<file path="config.mk">
export PLATFORM = sky130hd
export DESIGN_NAME = down_divider
export DESIGN_NICKNAME = d
export VERILOG_FILES = /design/src/rtl/div_pkg.sv /design/src/rtl/div_sync.sv /design/src/rtl/div_edge.sv /design/src/rtl/div_core.sv /design/src/rtl/down_divider.sv
export SDC_FILE = /design/constraint.sdc
export NUM_CORES = 1
export LEC_CHECK = 0
export BUFFER_PORTS_ARGS = -buffer_cell sky130_fd_sc_hd__buf_4
export CORE_MARGIN = 5
export CORE_UTILIZATION = 50
export CTS_CLUSTER_DIAMETER = 40
export DETAILED_ROUTE_END_ITERATION = 10
export GPL_ROUTABILITY_DRIVEN = 0
export HOLD_SLACK_MARGIN = 0.05
export PLACE_DENSITY = 0.74
export REMOVE_ABC_BUFFERS = 1
export SYNTH_ARGS = -nofsm -noshare
export SYNTH_HDL_FRONTEND = slang
export SYNTH_SLANG_ARGS = --single-unit
</file>
<file path="constraint.sdc">
create_clock -name clk_i -period 1.6 [get_ports clk_i]
set_clock_uncertainty 0.05 [all_clocks]
set_input_delay 0.08 -clock clk_i [delete_from_list [all_inputs] [get_ports clk_i]]
set_output_delay 0.08 -clock clk_i [all_outputs]
set_load 0.01 [all_outputs]
</file>
<file path="src/rtl/div_pkg.sv">
package div_pkg;
  localparam int unsigned SYNC_DEPTH = 2;

  typedef struct packed {
    logic cnt_clk;
    logic inhibit;
    logic load;
    logic chain_en;
  } div_ctrl_t;

  localparam int unsigned CTRL_W = $bits(div_ctrl_t);
endpackage

</file>
<file path="src/rtl/div_sync.sv">
module div_sync #(
  parameter int unsigned WIDTH  = 1,
  parameter int unsigned STAGES = 2
) (
  input  logic             clk_i,
  input  logic             rst_ni,
  input  logic [WIDTH-1:0] d_i,
  output logic [WIDTH-1:0] q_o
);
  logic [WIDTH-1:0] stage_q [STAGES];

  for (genvar s = 0; s < STAGES; s++) begin : g_stage
    always_ff @(posedge clk_i or negedge rst_ni) begin
      if (!rst_ni) stage_q[s] <= '0;
      else if (s == 0) stage_q[s] <= d_i;
      else stage_q[s] <= stage_q[(s == 0) ? 0 : s-1];
    end
  end

  assign q_o = stage_q[STAGES-1];
endmodule

</file>
<file path="src/rtl/div_edge.sv">
module div_edge (
  input  logic clk_i,
  input  logic rst_ni,
  input  logic cnt_clk_i,
  input  logic inhibit_i,
  output logic event_o
);
  logic clk_prev_q, inh_prev_q;
  logic clk_rise, inh_fall;

  always_ff @(posedge clk_i or negedge rst_ni) begin
    if (!rst_ni) begin
      clk_prev_q <= 1'b0;
      inh_prev_q <= 1'b0;
    end else begin
      clk_prev_q <= cnt_clk_i;
      inh_prev_q <= inhibit_i;
    end
  end

  assign clk_rise = cnt_clk_i & ~clk_prev_q;
  assign inh_fall = ~inhibit_i & inh_prev_q;
  // coincident sources merge into one event
  assign event_o  = (clk_rise & ~inhibit_i) | inh_fall;
endmodule

</file>
<file path="src/rtl/div_core.sv">
module div_core #(
  parameter int unsigned WIDTH = 4
) (
  input  logic             clk_i,
  input  logic             rst_ni,
  input  logic             event_i,
  input  logic             load_i,
  input  logic [WIDTH-1:0] load_val_i,
  output logic [WIDTH-1:0] count_o
);
  logic [WIDTH-1:0] count_q;

  always_ff @(posedge clk_i or negedge rst_ni) begin
    if (!rst_ni)      count_q <= '0;
    else if (load_i)  count_q <= load_val_i;
    else if (event_i) count_q <= count_q - WIDTH'(1);
  end

  assign count_o = count_q;

  assert_step_R2: assert property (@(posedge clk_i) disable iff (!rst_ni)
    (event_i && !load_i) |=> count_q == $past(count_q) - WIDTH'(1));
  assert_idle_R4: assert property (@(posedge clk_i) disable iff (!rst_ni)
    (!event_i && !load_i) |=> $stable(count_q));
  assert_load_R5: assert property (@(posedge clk_i) disable iff (!rst_ni)
    load_i |=> count_q == $past(load_val_i));
  assert_wrap_R7: assert property (@(posedge clk_i) disable iff (!rst_ni)
    (count_q == '0 && event_i && !load_i) |=> count_q == '1);
endmodule

</file>
<file path="src/rtl/down_divider.sv">
module down_divider
  import div_pkg::*;
#(
  parameter int unsigned WIDTH = 4
) (
  input  logic             clk_i,
  input  logic             rst_ni,
  input  logic             cnt_clk_i,
  input  logic             inhibit_i,
  input  logic             load_i,
  input  logic             chain_en_i,
  input  logic [WIDTH-1:0] load_val_i,
  output logic [WIDTH-1:0] count_o,
  output logic             zero_o
);
  div_ctrl_t        ctrl_raw, ctrl_s;
  logic [WIDTH-1:0] load_val_s;
  logic             count_ev;

  assign ctrl_raw = '{cnt_clk: cnt_clk_i, inhibit: inhibit_i,
                      load: load_i, chain_en: chain_en_i};

  div_sync #(.WIDTH(CTRL_W), .STAGES(SYNC_DEPTH)) u_sync_ctrl (
    .clk_i, .rst_ni, .d_i(ctrl_raw), .q_o(ctrl_s));

  div_sync #(.WIDTH(WIDTH), .STAGES(SYNC_DEPTH)) u_sync_val (
    .clk_i, .rst_ni, .d_i(load_val_i), .q_o(load_val_s));

  div_edge u_edge (
    .clk_i, .rst_ni,
    .cnt_clk_i(ctrl_s.cnt_clk),
    .inhibit_i(ctrl_s.inhibit),
    .event_o(count_ev));

  div_core #(.WIDTH(WIDTH)) u_core (
    .clk_i, .rst_ni,
    .event_i(count_ev),
    .load_i(ctrl_s.load),
    .load_val_i(load_val_s),
    .count_o);

  assign zero_o = ctrl_s.chain_en && (count_o == '0);

  assert_inhibit_R4: assert property (@(posedge clk_i) disable iff (!rst_ni)
    (ctrl_s.inhibit && $past(ctrl_s.inhibit) && !ctrl_s.load) |=> $stable(count_o));
  assert_single_R8: assert property (@(posedge clk_i) disable iff (!rst_ni)
    !ctrl_s.load |=> (count_o == $past(count_o)) || (count_o == $past(count_o) - WIDTH'(1)));
endmodule

</file>
* After elaboration in Yosys (flattened, before gate mapping)
Index checks and enable logic that the tools add are counted.
** Word-level totals
- Register bits after elaboration :: 22
- Input port bits :: 10
- Output and inout bits :: 5
- Word-level logic and storage cells :: 19
** Cells by class
- Add/subtract/negate cells :: 1
- Multiplexer cells :: 2
- Bitwise logic cells :: 6
- Reductions and logical operators :: 3
** Operators by type and width (count)
- $mux W4 :: 2
- $logic_not A4 Y1 :: 1
- $sub A4 B1 Y4 const B :: 1
- $and A1 B1 Y1 :: 3
- $not A1 Y1 :: 2
- $reduce_bool A2 Y1 :: 1
- $logic_and A1 B1 Y1 :: 1
- $or A1 B1 Y1 :: 1

* Logic depth before layout (Yosys ltp)
- Word-level depth :: 6
- Depth in mapped cells :: 6
- Gate-level depth less buffers :: 6

* Cells and area by module
Synthesis repeated with hierarchy kept, for this count alone.
** Second synthesis, totals
- Cells, all modules :: 52
- Area, all modules :: 768.2 sq um
** By module, submodules not included
- div_sync :: times used 2, cells each 12, area each 230.2 sq um, sequential area each 200.2 sq um
- div_core :: times used 1, cells each 21, area each 220.2 sq um, sequential area each 100.1 sq um
- div_edge :: times used 1, cells each 5, area each 68.8 sq um, sequential area each 50.0 sq um
- down_divider :: times used 1, cells each 2, area each 18.8 sq um, sequential area each 0.0 sq um

* Least setup slack after synthesis
Ideal clock, no wire load.
- Path type :: reg2reg
- Start :: reg u_core.count_q[2] (netlist: u_core.count_o[2])
- End :: reg u_core.count_q[3] (netlist: u_core.count_o[3])
- Setup time :: 0.125 ns
- Arrival :: 1.135 ns
- Required time :: 1.425 ns
- Setup slack :: 0.291 ns
- Cell stages (with the launch flop) :: 5
- Path buffers :: 0
- Clock period less this slack :: 1.309 ns
- Cell sequence :: dfrtp_1 > nor4_2 > o21ai_1 > xnor2_1 > mux2_2
** On the way
- Word-level cells in the longest chain between the ends :: 3
** RTL lines
- start: declaration :: line div_core.sv:11 : logic [WIDTH-1:0] count_q;
- start signal: assignment :: line div_core.sv:15 : else if (load_i) count_q <= load_val_i;
- start signal: assignment :: line div_core.sv:16 : else if (event_i) count_q <= count_q - WIDTH'(1);
- $sub A4 B1 Y4 :: line div_core.sv:16
- $mux W4 :: line div_core.sv:16
- $mux W4 :: line div_core.sv:15
Every way passes these cells. The select of a mux whose other input is x is not followed.
A chain may end at the register's enable or synchronous reset.

* Worst setup path after layout
- Start :: reg u_core.count_q[1] (netlist: u_core.count_o[1])
- End :: out zero_o
** On the way
- Word-level cells in the longest chain between the ends :: 2
** RTL lines
- $logic_not A4 Y1 :: line down_divider.sv:42 : assign zero_o = ctrl_s.chain_en && (count_o == '0);
- $logic_and A1 B1 Y1 :: line down_divider.sv:42
- end: declaration :: line down_divider.sv:14 : output logic zero_o
Every way passes these cells.

==> impl_metrics.tcl <==
set metrics [dict create \
    dr.pass1.iters 1 \
    path_clk_slew_ns 0.11 \
    grt_overflow 0 \
    rrSetupSlack_ns 0.24 \
    status "complete, no violations" \
    fin_nets 85 \
    portBuffers 14 \
    path_cells "inv_1 > ha_1 > nand2_1 > nor3_1 > buf_4" \
    multi_input_area_um2 170 \
    insertion_delay_ns 0.29 \
    cp.required_ns 1.47 \
    drc 0 \
    period_share_pct 94.7 \
    p_leak_nw 0.458 \
    drive_above_1_share_pct 34.7 \
    power_density_nw_per_um2 1070 \
    setup_viol 0 \
    core_area_um2 1330 \
    io_pins 15 \
    fin_cells 87 \
    fillers 89 \
    yosysTopAreaCell "dfrtp_1" \
    netlist_instances 45 \
    critPathCaptureType "output pin" \
    crit_path_start "u_core.count_o[1]" \
    grt_pass1_vias 455 \
    clock-root-buffer "clkbuf_4" \
    max-clock-path-buffers 2 \
    cts_max_level 1 \
    start_kind "flop" \
    postCtsSetupBuffers 0 \
    final_max_slew_viol_count 0 \
    grt.total_usage_pct 12.1 \
    wl_per_cell_um 12.2 \
    crit_fanout 3 \
    period_needed_ns 1.51 \
    die_h_um 48.2 \
    timing.setup.tns_ns 0 \
    worstPathArrival_ns 1.38 \
    yosysWarnings 0 \
    ff_latch_area_um2 551 \
    ir_drop_v 0.000860 \
    die_w_um 48.2 \
    timing_worst_setup_path_type "reg2out" \
    slowest_delay_ns 0.43 \
    numPlacedInstances 74 \
    netlist_area_um2 728 \
    wirelength_mm 1.06 \
    num_antenna_cells 0 \
    ys_seq_area_share_pct 75.6 \
    grt_pass1_wl_mm 1.84 \
    rsz0062_at_grt "false" \
    synth_cell_types 16 \
    die-area_um2 2320 \
    drt_iter0_markers 0 \
    worstReg2RegStart "u_core.count_o[2]" \
    vias_per_cell 4.82 \
    holdCritPathClass "in2async" \
    avgSynthCellArea_um2 16.2 \
    core.rowCount 13 \
    initial_core_util_pct 54.6 \
    grt_max_degree 23 \
    max-slew-margin-rel_pct 82.7 \
    num_vias 419 \
    synthTopCellsByArea "dfrtp_1, ha_1, xnor2_1, o21ai_0, mux2_4" \
    ys_ff_latch 22 \
    syn2layout_area_growth_pct 34.4 \
    worst_path_max_delay_cell "dfrtp_1" \
    synth_top_area_share_pct 75.6 \
    cts.sinks 22 \
    hold_viol_final 0 \
    cts_tree "built" \
    tightest_slew_ns 0.260 \
    antenna_left 0 \
    cts_buffers 3 \
    antenna_found_initial 0 \
    max_freq_mhz 660 \
    cap_violations 0 \
]
repair_timing:
action | CTS | global route
resized for setup | 0 | 1
hold endpoints to repair | 30 | 0
hold buffers | 9 | 0
setup endpoints to repair | 0 | 1
critical path: cells and delay by family, from the launching register on:
| kind | cells | cell delay (ns) |
|---|---|---|
| fa+ha+maj | 1 | 0.15 |
| buf+inv | 2 | 0.28 |
| flops | 1 | 0.43 |
| simple gates | 2 | 0.24 |
cells in the mapped netlist:
library cell   n
dfrtp_1       22
ha_1           2
inv_1          2
mux2_2         1
mux2_4         1
nand2_1        4
nor2b_1        1
nor2b_4        1
nor3_1         1
nor4_2         1
o21ai_0        3
o21ai_1        1
o21ai_2        1
o21bai_2       1
xnor2_1        2
xor2_1         1
cell families (layout without fill, tap and decap cells):
| group | after synthesis | after routing | synth area share (%) |
|---|---|---|---|
| AO/OA/AOI/OAI | 6 | 6 | 5.50 |
| XOR/XNOR | 3 | 3 | 3.61 |
| adder cells (fa/ha/maj) | 2 | 2 | 3.44 |
| buffers and inverters | 2 | 29 | 1.03 |
| flip-flops | 22 | 22 | 75.6 |
| multiplexers | 2 | 2 | 3.61 |
| AND/OR/NAND/NOR | 8 | 8 | 7.22 |
power by group:
group	internal, mW	switching [mW]	total, mW
clock	0.139	0.153	0.292
combinational	0.0806	0.0556	0.136
sequential	0.592	0.0270	0.619
final timing paths:
| kind | end | cells after the start |
|---|---|---|
| max in group asynchronous | u_core.count_o[0] | 2 |
| worst min-delay path | u_sync_ctrl.q_o[2] | 2 |
| worst min register to register | u_sync_ctrl.q_o[2] | 0 |
| min in group clk_i | u_sync_ctrl.q_o[2] | 0 |
| worst max-delay path | zero_o | 5 |
| worst max register to register | u_core.count_o[3] | 4 |
registers in the layout, summed over array words and instances, names as in the netlist:
name / count
u_core.count_o: 4
u_sync_ctrl.q_o: 4
u_sync_ctrl.stage_q: 4
u_sync_val.q_o: 4
u_sync_val.stage_q: 4
u_edge.clk_prev_q: 1
u_edge.inh_prev_q: 1
area by class of cell:
| type | count | area share [%] |
|---|---|---|
| inverters | 2 | 0.767 |
| well taps | 15 | 1.92 |
| multi-input cells | 21 | 17.4 |
| clock buffers | 4 | 3.71 |
| repair buffers | 23 | 19.9 |
| flip-flops and latches | 22 | 56.3 |
stage by stage:
stage | worst slack [ns] | utilization (%) | hold WS, ns | area, µm² | power [mW]
after floorplan | 0.291 | - | -0.266 | 728 | 0.685
after global placement | 0.305 | 63.9 | -0.0764 | 852 | 0.745
after detailed placement | 0.252 | 63.9 | -0.0724 | 852 | 0.751
after CTS | 0.0444 | 73.4 | 0.135 | 978 | 1.06
after global routing | 0.0101 | 73.4 | 0.162 | 978 | 1.10
final | 0.0855 | 73.4 | 0.135 | 978 | 1.05
per-layer routing:
layer | up-vias | track usage [%] | wire length (µm)
met2 | 13 | 21.6 | 554
met4 | 0 | 6.45 | 0
met3 | 0 | 2.58 | 84
met1 | 206 | 13.3 | 426
met5 | - | 0 | 0
li1 | 200 | - | -
cells in the final DEF, fill, tap and decap left out:
master	count
clkbuf_8	1
dlygate4sd3_1	9
mux2_2	1
inv_2	1
o21bai_2	1
ha_1	2
o21ai_2	1
buf_4	14
nand2_1	4
dfrtp_1	22
nor4_2	1
xnor2_1	2
xor2_1	1
inv_1	1
o21ai_1	1
nor2b_1	1
nor2b_4	1
mux2_4	1
nor3_1	1
clkbuf_4	3
o21ai_0	3
Note: power is estimated with default switching activity, not from simulation.
